--- src/rtl/fpmiss_pkg.sv ---
package fpmiss_pkg;

   typedef enum logic [3:0] {
      S_IDLE, S_LOOK, S_WALK, S_ALLOC, S_PFILL, S_GWR,
      S_PTEW, S_INST, S_GRD, S_BFILL, S_BSET
   } fsm_e;

   localparam int PTE_W      = 64;
   localparam int CACHED_BIT = 0;
   localparam int HIST_BIT   = 1;
   localparam int PN_LSB     = 2;
   localparam int REF_LSB    = 32;
   localparam int VLD_LSB    = 48;

endpackage

--- src/rtl/fpmiss_pte_codec.sv ---
module fpmiss_pte_codec import fpmiss_pkg::*; #(
   parameter int PN_W  = 20,
   parameter int SUB_N = 8
)(
   input  logic [PTE_W-1:0] raw,
   output logic             u_cached,
   output logic             u_hist,
   output logic [PN_W-1:0]  u_pn,
   output logic [SUB_N-1:0] u_ref,
   output logic [SUB_N-1:0] u_vld,
   input  logic [PN_W-1:0]  p_pn,
   input  logic [SUB_N-1:0] p_vld,
   output logic [PTE_W-1:0] packed_out
);

   initial begin
      assert (PN_W <= REF_LSB - PN_LSB) else $error("page number field too wide");
      assert (SUB_N <= VLD_LSB - REF_LSB) else $error("too many sub-blocks for entry");
   end

   logic unused_raw_bits;
   assign unused_raw_bits = ^raw;

   assign u_cached = raw[CACHED_BIT];
   assign u_hist   = raw[HIST_BIT];
   assign u_pn     = raw[PN_LSB +: PN_W];
   assign u_ref    = raw[REF_LSB +: SUB_N];
   assign u_vld    = raw[VLD_LSB +: SUB_N];

   always_comb begin
      packed_out                    = '0;
      packed_out[CACHED_BIT]        = 1'b1;
      packed_out[HIST_BIT]          = 1'b1;
      packed_out[PN_LSB +: PN_W]    = p_pn;
      packed_out[VLD_LSB +: SUB_N]  = p_vld;
   end

endmodule

--- src/rtl/fpmiss_classify.sv ---
module fpmiss_classify #(
   parameter int SUB_N = 8,
   localparam int SUB_W = $clog2(SUB_N)
)(
   input  logic             look,
   input  logic             lk_hit,
   input  logic [SUB_N-1:0] lk_vvec,
   input  logic [SUB_W-1:0] sub,
   output logic [SUB_N-1:0] sub_oh,
   output logic             c_hit,
   output logic             c_blk,
   output logic             c_miss
);

   always_comb begin
      sub_oh      = '0;
      sub_oh[sub] = 1'b1;
   end

   logic present;
   assign present = |(lk_vvec & sub_oh);

   assign c_hit  = look &  lk_hit &  present;
   assign c_blk  = look &  lk_hit & ~present;
   assign c_miss = look & ~lk_hit;

endmodule

--- src/rtl/fpmiss_fill_mask.sv ---
module fpmiss_fill_mask #(
   parameter int SUB_N      = 8,
   parameter bit FULL_FIRST = 1'b1
)(
   input  logic             hist,
   input  logic [SUB_N-1:0] ref_vec,
   input  logic [SUB_N-1:0] sub_oh,
   output logic [SUB_N-1:0] mask
);

   logic [SUB_N-1:0] base;

   generate
      if (FULL_FIRST) begin : g_full_first
         assign base = hist ? ref_vec : {SUB_N{1'b1}};
      end else begin : g_demand_first
         assign base = hist ? ref_vec : {SUB_N{1'b0}};
      end
   endgenerate

   assign mask = base | sub_oh;

endmodule

--- src/rtl/fpmiss_ctrl.sv ---
module fpmiss_ctrl import fpmiss_pkg::*; #(
   parameter int VA_W       = 32,
   parameter int PAGE_BITS  = 12,
   parameter int SUB_N      = 8,
   parameter int FRAME_W    = 10,
   parameter int PPN_W      = 20,
   parameter bit FULL_FIRST = 1'b1
)(
   input  logic                          clk,
   input  logic                          rst_n,
   input  logic                          req_valid,
   output logic                          req_ready,
   input  logic [VA_W-1:0]               req_va,
   output logic [VA_W-PAGE_BITS-1:0]     lk_vpn,
   input  logic                          lk_hit,
   input  logic [FRAME_W-1:0]            lk_frame,
   input  logic [SUB_N-1:0]              lk_vvec,
   input  logic                          lk_occ,
   input  logic [VA_W-PAGE_BITS-1:0]     lk_vic_vpn,
   input  logic [SUB_N-1:0]              lk_vic_vvec,
   input  logic [SUB_N-1:0]              lk_vic_rvec,
   output logic                          tw_valid,
   output logic [VA_W-PAGE_BITS-1:0]     tw_vpn,
   output logic [FRAME_W-1:0]            tw_frame,
   output logic [SUB_N-1:0]              tw_vvec,
   output logic [SUB_N-1:0]              tw_rvec,
   output logic                          bs_valid,
   output logic [VA_W-PAGE_BITS-1:0]     bs_vpn,
   output logic [$clog2(SUB_N)-1:0]      bs_sub,
   output logic                          bs_set_v,
   output logic                          resp_valid,
   output logic [FRAME_W+PAGE_BITS-1:0]  resp_caddr,
   output logic                          st_hit,
   output logic                          st_blk,
   output logic                          st_vic,
   output logic                          st_page,
   output logic                          wbq_push,
   output logic [VA_W-PAGE_BITS-1:0]     wbq_vpn,
   output logic [SUB_N-1:0]              wbq_vvec,
   output logic [SUB_N-1:0]              wbq_rvec,
   output logic                          pw_req,
   output logic                          pw_we,
   output logic [VA_W-PAGE_BITS-1:0]     pw_vpn,
   output logic [63:0]                   pw_wdata,
   input  logic                          pw_ack,
   input  logic [63:0]                   pw_rdata,
   output logic                          al_req,
   input  logic                          al_ack,
   input  logic [FRAME_W-1:0]            al_frame,
   output logic                          fl_req,
   output logic [PPN_W-1:0]              fl_ppn,
   output logic [FRAME_W-1:0]            fl_frame,
   output logic [SUB_N-1:0]              fl_mask,
   input  logic                          fl_done,
   output logic                          gt_req,
   output logic                          gt_we,
   output logic [FRAME_W-1:0]            gt_frame,
   output logic [PPN_W-1:0]              gt_wppn,
   output logic [VA_W-PAGE_BITS-1:0]     gt_wptr,
   input  logic                          gt_ack,
   input  logic [PPN_W-1:0]              gt_rppn
);

   localparam int VPN_W = VA_W - PAGE_BITS;
   localparam int SUB_W = $clog2(SUB_N);
   localparam int PN_W  = (PPN_W > FRAME_W) ? PPN_W : FRAME_W;

   initial begin
      assert (SUB_N >= 2 && (1 << SUB_W) == SUB_N) else $error("SUB_N must be a power of two");
      assert (SUB_W <= PAGE_BITS) else $error("sub-block index exceeds page offset");
      assert (VA_W > PAGE_BITS) else $error("no page number bits");
   end

   fsm_e               state_q;
   logic [VPN_W-1:0]   vpn_q;
   logic [PAGE_BITS-1:0] off_q;
   logic [FRAME_W-1:0] frame_q;
   logic [PPN_W-1:0]   ppn_q;
   logic [SUB_N-1:0]   mask_q, vvec_q, rvec_q;

   logic [SUB_W-1:0]   sub;
   logic [SUB_N-1:0]   sub_oh, fill_mask;
   logic               c_hit, c_blk, c_miss;
   logic               pte_cached, pte_hist;
   logic [PN_W-1:0]    pte_pn;
   logic [SUB_N-1:0]   pte_ref, pte_vld;
   logic [63:0]        pte_new;

   assign sub = off_q[PAGE_BITS-1 -: SUB_W];

   fpmiss_classify #(.SUB_N(SUB_N)) u_cls (
      .look(state_q == S_LOOK), .lk_hit(lk_hit), .lk_vvec(lk_vvec), .sub(sub),
      .sub_oh(sub_oh), .c_hit(c_hit), .c_blk(c_blk), .c_miss(c_miss)
   );

   fpmiss_pte_codec #(.PN_W(PN_W), .SUB_N(SUB_N)) u_pte (
      .raw(pw_rdata), .u_cached(pte_cached), .u_hist(pte_hist), .u_pn(pte_pn),
      .u_ref(pte_ref), .u_vld(pte_vld), .p_pn(PN_W'(frame_q)), .p_vld(mask_q),
      .packed_out(pte_new)
   );

   fpmiss_fill_mask #(.SUB_N(SUB_N), .FULL_FIRST(FULL_FIRST)) u_mask (
      .hist(pte_hist), .ref_vec(pte_ref), .sub_oh(sub_oh), .mask(fill_mask)
   );

   always_ff @(posedge clk) begin
      if (!rst_n) begin
         state_q <= S_IDLE;
         vpn_q   <= '0;
         off_q   <= '0;
         frame_q <= '0;
         ppn_q   <= '0;
         mask_q  <= '0;
         vvec_q  <= '0;
         rvec_q  <= '0;
      end else begin
         case (state_q)
            S_IDLE: if (req_valid) begin
               vpn_q   <= req_va[VA_W-1:PAGE_BITS];
               off_q   <= req_va[PAGE_BITS-1:0];
               state_q <= S_LOOK;
            end
            S_LOOK: begin
               if (c_hit) state_q <= S_IDLE;
               else if (c_blk) begin
                  frame_q <= lk_frame;
                  state_q <= S_GRD;
               end else state_q <= S_WALK;
            end
            S_WALK: if (pw_ack) begin
               if (pte_cached) begin
                  frame_q <= pte_pn[FRAME_W-1:0];
                  vvec_q  <= pte_vld;
                  rvec_q  <= pte_ref;
                  state_q <= S_INST;
               end else begin
                  ppn_q   <= pte_pn[PPN_W-1:0];
                  mask_q  <= fill_mask;
                  state_q <= S_ALLOC;
               end
            end
            S_ALLOC: if (al_ack) begin
               frame_q <= al_frame;
               state_q <= S_PFILL;
            end
            S_PFILL: if (fl_done) state_q <= S_GWR;
            S_GWR:   if (gt_ack)  state_q <= S_PTEW;
            S_PTEW:  if (pw_ack) begin
               vvec_q  <= mask_q;
               rvec_q  <= '0;
               state_q <= S_INST;
            end
            S_INST:  state_q <= S_LOOK;
            S_GRD:   if (gt_ack) begin
               ppn_q   <= gt_rppn;
               mask_q  <= sub_oh;
               state_q <= S_BFILL;
            end
            S_BFILL: if (fl_done) state_q <= S_BSET;
            S_BSET:  state_q <= S_LOOK;
            default: state_q <= S_IDLE;
         endcase
      end
   end

   assign req_ready  = (state_q == S_IDLE);
   assign lk_vpn     = vpn_q;

   assign st_hit     = c_hit;
   assign st_blk     = c_blk;
   assign st_vic     = (state_q == S_WALK) && pw_ack &&  pte_cached;
   assign st_page    = (state_q == S_WALK) && pw_ack && !pte_cached;
   assign resp_valid = c_hit;
   assign resp_caddr = {lk_frame, off_q};

   assign wbq_push   = c_miss && lk_occ;
   assign wbq_vpn    = lk_vic_vpn;
   assign wbq_vvec   = lk_vic_vvec;
   assign wbq_rvec   = lk_vic_rvec;

   assign pw_req     = (state_q == S_WALK) || (state_q == S_PTEW);
   assign pw_we      = (state_q == S_PTEW);
   assign pw_vpn     = vpn_q;
   assign pw_wdata   = pte_new;

   assign al_req     = (state_q == S_ALLOC);

   assign fl_req     = (state_q == S_PFILL) || (state_q == S_BFILL);
   assign fl_ppn     = ppn_q;
   assign fl_frame   = frame_q;
   assign fl_mask    = mask_q;

   assign gt_req     = (state_q == S_GWR) || (state_q == S_GRD);
   assign gt_we      = (state_q == S_GWR);
   assign gt_frame   = frame_q;
   assign gt_wppn    = ppn_q;
   assign gt_wptr    = vpn_q;

   assign tw_valid   = (state_q == S_INST);
   assign tw_vpn     = vpn_q;
   assign tw_frame   = frame_q;
   assign tw_vvec    = vvec_q;
   assign tw_rvec    = rvec_q;

   assign bs_valid   = c_hit || (state_q == S_BSET);
   assign bs_vpn     = vpn_q;
   assign bs_sub     = sub;
   assign bs_set_v   = (state_q == S_BSET);

   assert_one_outcome_R10: assert property (@(posedge clk) disable iff (!rst_n)
      $onehot0({st_hit, st_blk, st_vic, st_page}));

   assert_push_then_walk_R4: assert property (@(posedge clk) disable iff (!rst_n)
      wbq_push |=> (pw_req && !pw_we));

   assert_block_fill_single_R3: assert property (@(posedge clk) disable iff (!rst_n)
      (fl_req && state_q == S_BFILL) |-> ($countones(fl_mask) == 1));

   assert_page_fill_has_sub_R6: assert property (@(posedge clk) disable iff (!rst_n)
      (fl_req && state_q == S_PFILL) |-> fl_mask[sub]);

   assert_closed_after_miss_R9: assert property (@(posedge clk) disable iff (!rst_n)
      st_blk |=> !req_ready);

   assert_open_after_hit_R9: assert property (@(posedge clk) disable iff (!rst_n)
      resp_valid |=> req_ready);

   assert_fresh_ref_R8: assert property (@(posedge clk) disable iff (!rst_n)
      (tw_valid && $past(state_q) == S_PTEW) |-> (tw_rvec == '0));

   assert_victim_no_fill_R5: assert property (@(posedge clk) disable iff (!rst_n)
      st_vic |=> !fl_req);

endmodule

--- config.mk ---
export PLATFORM = sky130hd
export DESIGN_NAME = fpmiss_ctrl
export DESIGN_NICKNAME = d
export VERILOG_FILES = /design/src/rtl/fpmiss_pkg.sv /design/src/rtl/fpmiss_pte_codec.sv /design/src/rtl/fpmiss_classify.sv /design/src/rtl/fpmiss_fill_mask.sv /design/src/rtl/fpmiss_ctrl.sv
export SDC_FILE = /design/constraint.sdc
export NUM_CORES = 1
export LEC_CHECK = 0
export BUFFER_PORTS_ARGS = -buffer_cell sky130_fd_sc_hd__buf_2
export CORE_AREA = 2 2 206 208
export CTS_CLUSTER_SIZE = 28
export DETAILED_ROUTE_END_ITERATION = 7
export DIE_AREA = 0 0 208 210
export RECOVER_POWER = 50
export SETUP_SLACK_MARGIN = 0.3
export SYNTH_ARGS = -nofsm -noshare
export SYNTH_HDL_FRONTEND = slang
export SYNTH_SLANG_ARGS = --single-unit
--- constraint.sdc ---
create_clock -name clk -period 2.8 [get_ports clk]
set_input_delay 0.28 -clock clk [delete_from_list [all_inputs] [get_ports clk]]
set_output_delay 0.28 -clock clk [all_outputs]
set_load 0.005 [all_outputs]
Word-level counts from Yosys, hierarchy flattened. Index checks and enable logic that the tools add are counted.

Bits in registers: 90. Latch bits: 0. Bits in writable memories: 0. ROM bits: 0. Input bits: 189. Output and inout port bits: 335. Memories: 0.

Add/subtract/negate cells: 0. $mul: 0. Div/mod/pow operators: 0. Order comparisons: 2. Eq/ne operators: 22. Shifts and indexed selects: 0. Multiplexer cells: 37. Bitwise logic cells: 8. Reduce and logical (&&, ||, !) cells: 21.

Operator list (number): $mux W8 (10); $mux W20 (3); $mux W10 (5); $pmux W8 S2 (3); $mux W4 (10); $pmux W20 S2 (1); $pmux W4 S10 (1); $pmux W10 S3 (1); $ne A2 B2 Y1 const B (9); $eq A4 B3 Y1 const B (4); $eq A4 B4 Y1 const B (3); $and A8 B8 Y8 (1); $eq A4 B2 Y1 const B (2); $or A8 B8 Y8 (1); $reduce_and A4 Y1 (2); $reduce_and A8 Y1 (1); $reduce_or A8 Y1 (1); $ne A2 B1 Y1 const B (3); $reduce_and A6 Y1 (1); $logic_and A1 B1 Y1 (5); $and A1 B1 Y1 (4); $eq A4 B1 Y1 const B (1); $logic_not A4 Y1 (1); $logic_or A1 B1 Y1 (4); other kinds (11) (13).

Depth between registers and ports, before layout.
Depth after elaboration: 11. Mapped depth: 8. Gate-level depth less buffers: 4.

Modules after synthesis. A second synthesis with hierarchy kept.

Cells, all modules: 805. Area, all modules: 6406.1 µm².

Modules (own cells, without submodules): fpmiss_ctrl (instances 1, cells each 667, area each 5407.7 µm², sequential area each 1801.7 µm²); fpmiss_pte_codec (instances 1, cells each 104, area each 773.2 µm², sequential area each 0.0 µm²); fpmiss_classify (instances 1, cells each 26, area each 155.1 µm², sequential area each 0.0 µm²); fpmiss_fill_mask (instances 1, cells each 8, area each 70.1 µm², sequential area each 0.0 µm²).

Worst setup path after synthesis. Ideal clock, no wire load.

Path type: register -> register. Start point: register off_q[11]. End point: register frame_q[0], in the netlist fl_frame[0]. Data arrival time: 1755 ps. Required time: 2728 ps. Setup slack: 974 ps. Cell stages (with the launch flop): 6. Cell sequence: dfxtp_1 -> clkbuf_1 -> mux4_2 -> a41oi_1 -> buf_6 -> mux2i_1.

Word-level cells in the longest chain between the ends: 10. Elaborated cells between the ends (all ways): 13. Those cells by class: 2 x order compare; 2 x eq/ne; 2 x mux; 4 x bitwise; 3 x reduce/logical.

Ends and longest elaborated chain: start, declared (RTL line fpmiss_ctrl.sv:76) `logic [PAGE_BITS-1:0] off_q;`; start signal, assigned (RTL line fpmiss_ctrl.sv:120) `off_q <= req_va[PAGE_BITS-1:0];`; $lt A3 B4 Y1 (not written as such) or $ge A3 B1 Y1 (tied branches) (RTL line fpmiss_classify.sv:17) `sub_oh[sub] = 1'b1;`; $logic_and A1 B1 Y1 (not written as such) (RTL line fpmiss_classify.sv:17); $mux W1 (not written as such) (RTL line fpmiss_classify.sv:17); $demux W1 S3 *; $and A8 B8 Y8 * (RTL line fpmiss_classify.sv:21) `assign present = |(lk_vvec & sub_oh);`; $reduce_or A8 Y1 * (RTL line fpmiss_classify.sv:21); $not A1 Y1 (RTL line fpmiss_classify.sv:24) `assign c_blk = look & lk_hit & ~present;`; $and A1 B1 Y1 (RTL line fpmiss_classify.sv:24); $ne A2 B2 Y1 (no source line); $reduce_and A6 Y1 (no source line) *; end signal, assigned (RTL line fpmiss_ctrl.sv:126) `frame_q <= lk_frame;`; end signal, assigned (RTL line fpmiss_ctrl.sv:132) `frame_q <= pte_pn[FRAME_W-1:0];`; end signal, assigned (RTL line fpmiss_ctrl.sv:143) `frame_q <= al_frame;`; end, declared (RTL line fpmiss_ctrl.sv:77) `logic [FRAME_W-1:0] frame_q;`.

Mark *: on every way between the ends. The rest lies on a longest branch, timed or not. A chain may end at the register's enable or synchronous reset.

Worst setup path in the final report.
Start point: register state_q[0]. End point: output port st_hit.

Word-level cells in the longest chain between the ends: 3.

Ends and longest elaborated chain: start, declared (RTL line fpmiss_ctrl.sv:74) `fsm_e state_q;`; start signal, assigned (RTL line fpmiss_ctrl.sv:108) `state_q <= S_IDLE;`; start signal, assigned (RTL line fpmiss_ctrl.sv:121) `state_q <= S_LOOK;`; start signal, assigned (RTL line fpmiss_ctrl.sv:124) `if (c_hit) state_q <= S_IDLE;`; $eq A4 B1 Y1 (RTL line fpmiss_ctrl.sv:92) `.look(state_q == S_LOOK), .lk_hit(lk_hit), .lk_vvec(lk_vvec), .sub(sub),`; $and A1 B1 Y1 (2 in series) (RTL line fpmiss_classify.sv:23) `assign c_hit = look & lk_hit & present;`; end, declared (RTL line fpmiss_ctrl.sv:33) `output logic st_hit,`.

Every way passes these cells.

==> metrics <==
total setup violations reported at the end of the flow 0; count of maximum capacitance violations 0; sequential fraction of the synthesis area between 30% and 40%; crit-path cells buf_4 -> nor2b_1 -> nand3_1 -> nor2_1 -> buf_2; standard-cell row count 75; internal cell power 3.08 mW; class of the tightest hold or removal check in -> reg; delay of the slowest critical-path stage around 0.63 ns; time the worst path needs with I/O delays and setup 2.33 ns; combinational share of power 40.2%; mean area per synthesized cell a little under 8 um^2; number of enable flip-flop cells after synthesis 0; die area 0.0437 mm^2; via count 5416; clock tree from TritonCTS built; clock transition time at the flip-flop clock pins of the worst setup and hold paths 0.08 ns; arrival time of the worst setup path 2.05 ns; core area 0.0415 mm^2; TritonCTS buffer count 9; share of cells above drive strength 1 39.9%; horizontal die dimension 208 um; Max-slew headroom 41.5%; highest attainable clock frequency between 400 and 500 MHz; outcome completed; average via count per standard cell 3.69; wire length per cell 15.8 um; start-to-end type of the worst setup path reg -> out; startpoint type of the worst setup path flop; Tcrit/Tclk final 83.3%; leading cell types in the layout, fill and taps excluded 321 x buf_2, 132 x nand2_1, 89 x dfxtp_1, 57 x clkbuf_1, 55 x nor2_1; most common cell after layout, fill and taps aside buf_2; cell at the slowest stage of the critical path dfxtp_1; unrepaired setup endpoints after global routing false; DRC violation total after the first TritonRoute iteration 116; switching power of the nets 2.18 mW; maximum ir drop on the vdd rail 0.245 mV; summed negative setup slack over all endpoints 0 ns; I/O pin count 524; Synth Register Bits 90; portion of total power attributed to the clock network 24.7%; required time of the worst setup path 2.52 ns; starting density of the core 14.3%; Final GP Congestion approximately 0.77; initial antenna violation count 6; Port-buffer cells 379; signed area change from the synthesized netlist to the final layout 19.3%; antenna cells 0; combined area of all synthesized cells 0.00595 mm^2; number of nets at the end of the flow 1111; Die Y-Extent 210 um; post-place instance area between 0.006 and 0.007 mm^2; endpoints failing hold 0; post-synthesis async set-or-reset flop share 0%; register share of total power 35.1%; number of global-route vias before repair 4858; post-route ant nets 0; number of fill cells in the layout 4733; Worst Max-Slew Pin Slew 0.878 ns; number of buffers on the longest clock path 2; Register-to-Register Path Depth 4; first-pass iteration count of the detailed router 4; count of unique library cells instantiated by Yosys between 40 and 50; total power density per cell area 742 mW/mm^2; H-Tree Level Count 3; overflow left after global routing 0; endpoint kind of the worst setup timing path primary output; CTS sink count 90; pin count of the biggest net entering global routing 57; Final Slew Violations 0; final routed DRC violation total 0; flip-flop cell with the highest count after synthesis dfxtp_1; buffer cell driving the clock tree root clkbuf_16; Yosys Warn Count 0; total global routing track utilization 10.3%; cell area after layout 0.00710 mm^2; detailed placer's ending HPWL between 15 and 20 mm; post-route clock skew between 0.01 and 0.015 ns; insertion delay to the later sink of the worst-skew pair 0.39 ns; Worst Path Max Fanout 15; switching share of total power 41.5%; first-pass GRT wire length around 32 mm; wire length reported by the detailed router 23.1 mm; leakage power figure between 3 and 4 nW; instance count along the most critical hold path 3; cells after synthesis 753
[final timing paths]
check	startpoint	to	slack, ns
worst min register to register	off_q[3]	off_q[3]	0.46
worst min-delay path	req_va[15]	bs_vpn[3]	0.12
worst max-delay path	state_q[0]	st_hit	0.47
worst max register to register	off_q[9]	fl_frame[6]	0.49
[critical path, delay by kind of cell (launching register included)]
family / cells / cell delay, ns
and+or+nand+nor: 3 / 0.53
DFF: 1 / 0.63
buffers and inverters: 2 / 0.52
[cell usage after synthesis, types with 3 or more instances]
cell type	number	area (um^2)
buf_6	4	45.0
o21ai_1	4	20.0
a311oi_1	28	245
nor2_1	55	206
o21ai_0	11	55.1
buf_4	235	1760
nand2b_1	4	25.0
nor2b_1	3	18.8
a21oi_1	35	175
nand2_1	132	495
nor3_1	5	25.0
inv_1	4	15.0
mux2i_1	35	350
o211ai_1	10	75.1
nand3b_1	5	37.5
clkbuf_1	28	105
a22oi_1	8	60.1
buf_2	13	65.1
a211oi_1	8	60.1
dfxtp_1	90	1800
[cell families (layout without fill, tap and decap cells)]
| family | count (synthesis) | after routing | share of synthesized area [%] |
|---|---|---|---|
| buffers and inverters | 286 | 416 | 33.6 |
| and+or+nand+nor | 225 | 225 | 16.5 |
| muxes | 36 | 36 | 6.26 |
| AOI/OAI and AO/OA | 114 | 114 | 13.2 |
| other | 2 | 46 | 0.126 |
| DFF | 90 | 90 | 30.3 |
[power by group through the flow]
stage               clock network (mW)  logic [mW]  registers [mW]
finish                            1.30        2.12            1.85
floorplan                            0        1.79            1.78
global placement                     0        2.18            1.86
CTS                               1.41        2.20            1.85
detailed placement                   0        2.19            1.88
global route                      1.45        2.36            1.90
[sequential cells by signal, summed over array words and instances (netlist names)]
signal / flops
tw_vvec: 8
state_q: 4
fl_frame: 10
bs_vpn: 20
tw_rvec: 8
fl_ppn: 20
off_q: 12
fl_mask: 8
[metal layers]
layer  vias up  GRT usage [%]  share of wire, %
li1       2578              -                 -
met1      2478           10.9                38
met2       301           18.2                50
met3        47           3.31               8.0
met4        12           5.31               3.2
met5         -              0              0.31
[through the flow]
stage	total power [mW]	setup WS (ns)	std cells	utilization (%)	hold slack [ns]
3_5_place_dp	4.07	0.439	1449	16.6	0.448
6_report	5.26	0.469	1466	17.1	0.121
2_1_floorplan	3.57	0.974	797	-	0.416
5_1_grt	5.70	0.304	1466	17.1	0.0976
4_1_cts	5.46	0.335	1466	17.3	0.0740
3_3_place_gp	4.04	0.529	1449	16.6	0.441
[final cells by class]
cell class                 instances  area [um^2]  area share [%]
multi-input combinational        421         2340            33.0
timing repair buffer             395         1970            27.7
sequential                        90         1800            25.4
tap                              539          674            9.50
clock buffer                       9          225            3.17
clock inverter                     7         61.3           0.864
inverter                           5         20.0           0.282
[what timing repair did]
action	CTS	global route
setup buffers	1	0
gates resized for setup	0	2
endpoints found under the setup margin	1	2
pin swaps	1	0
hold buffers	0	0
(Power assumes the default switching activity.)
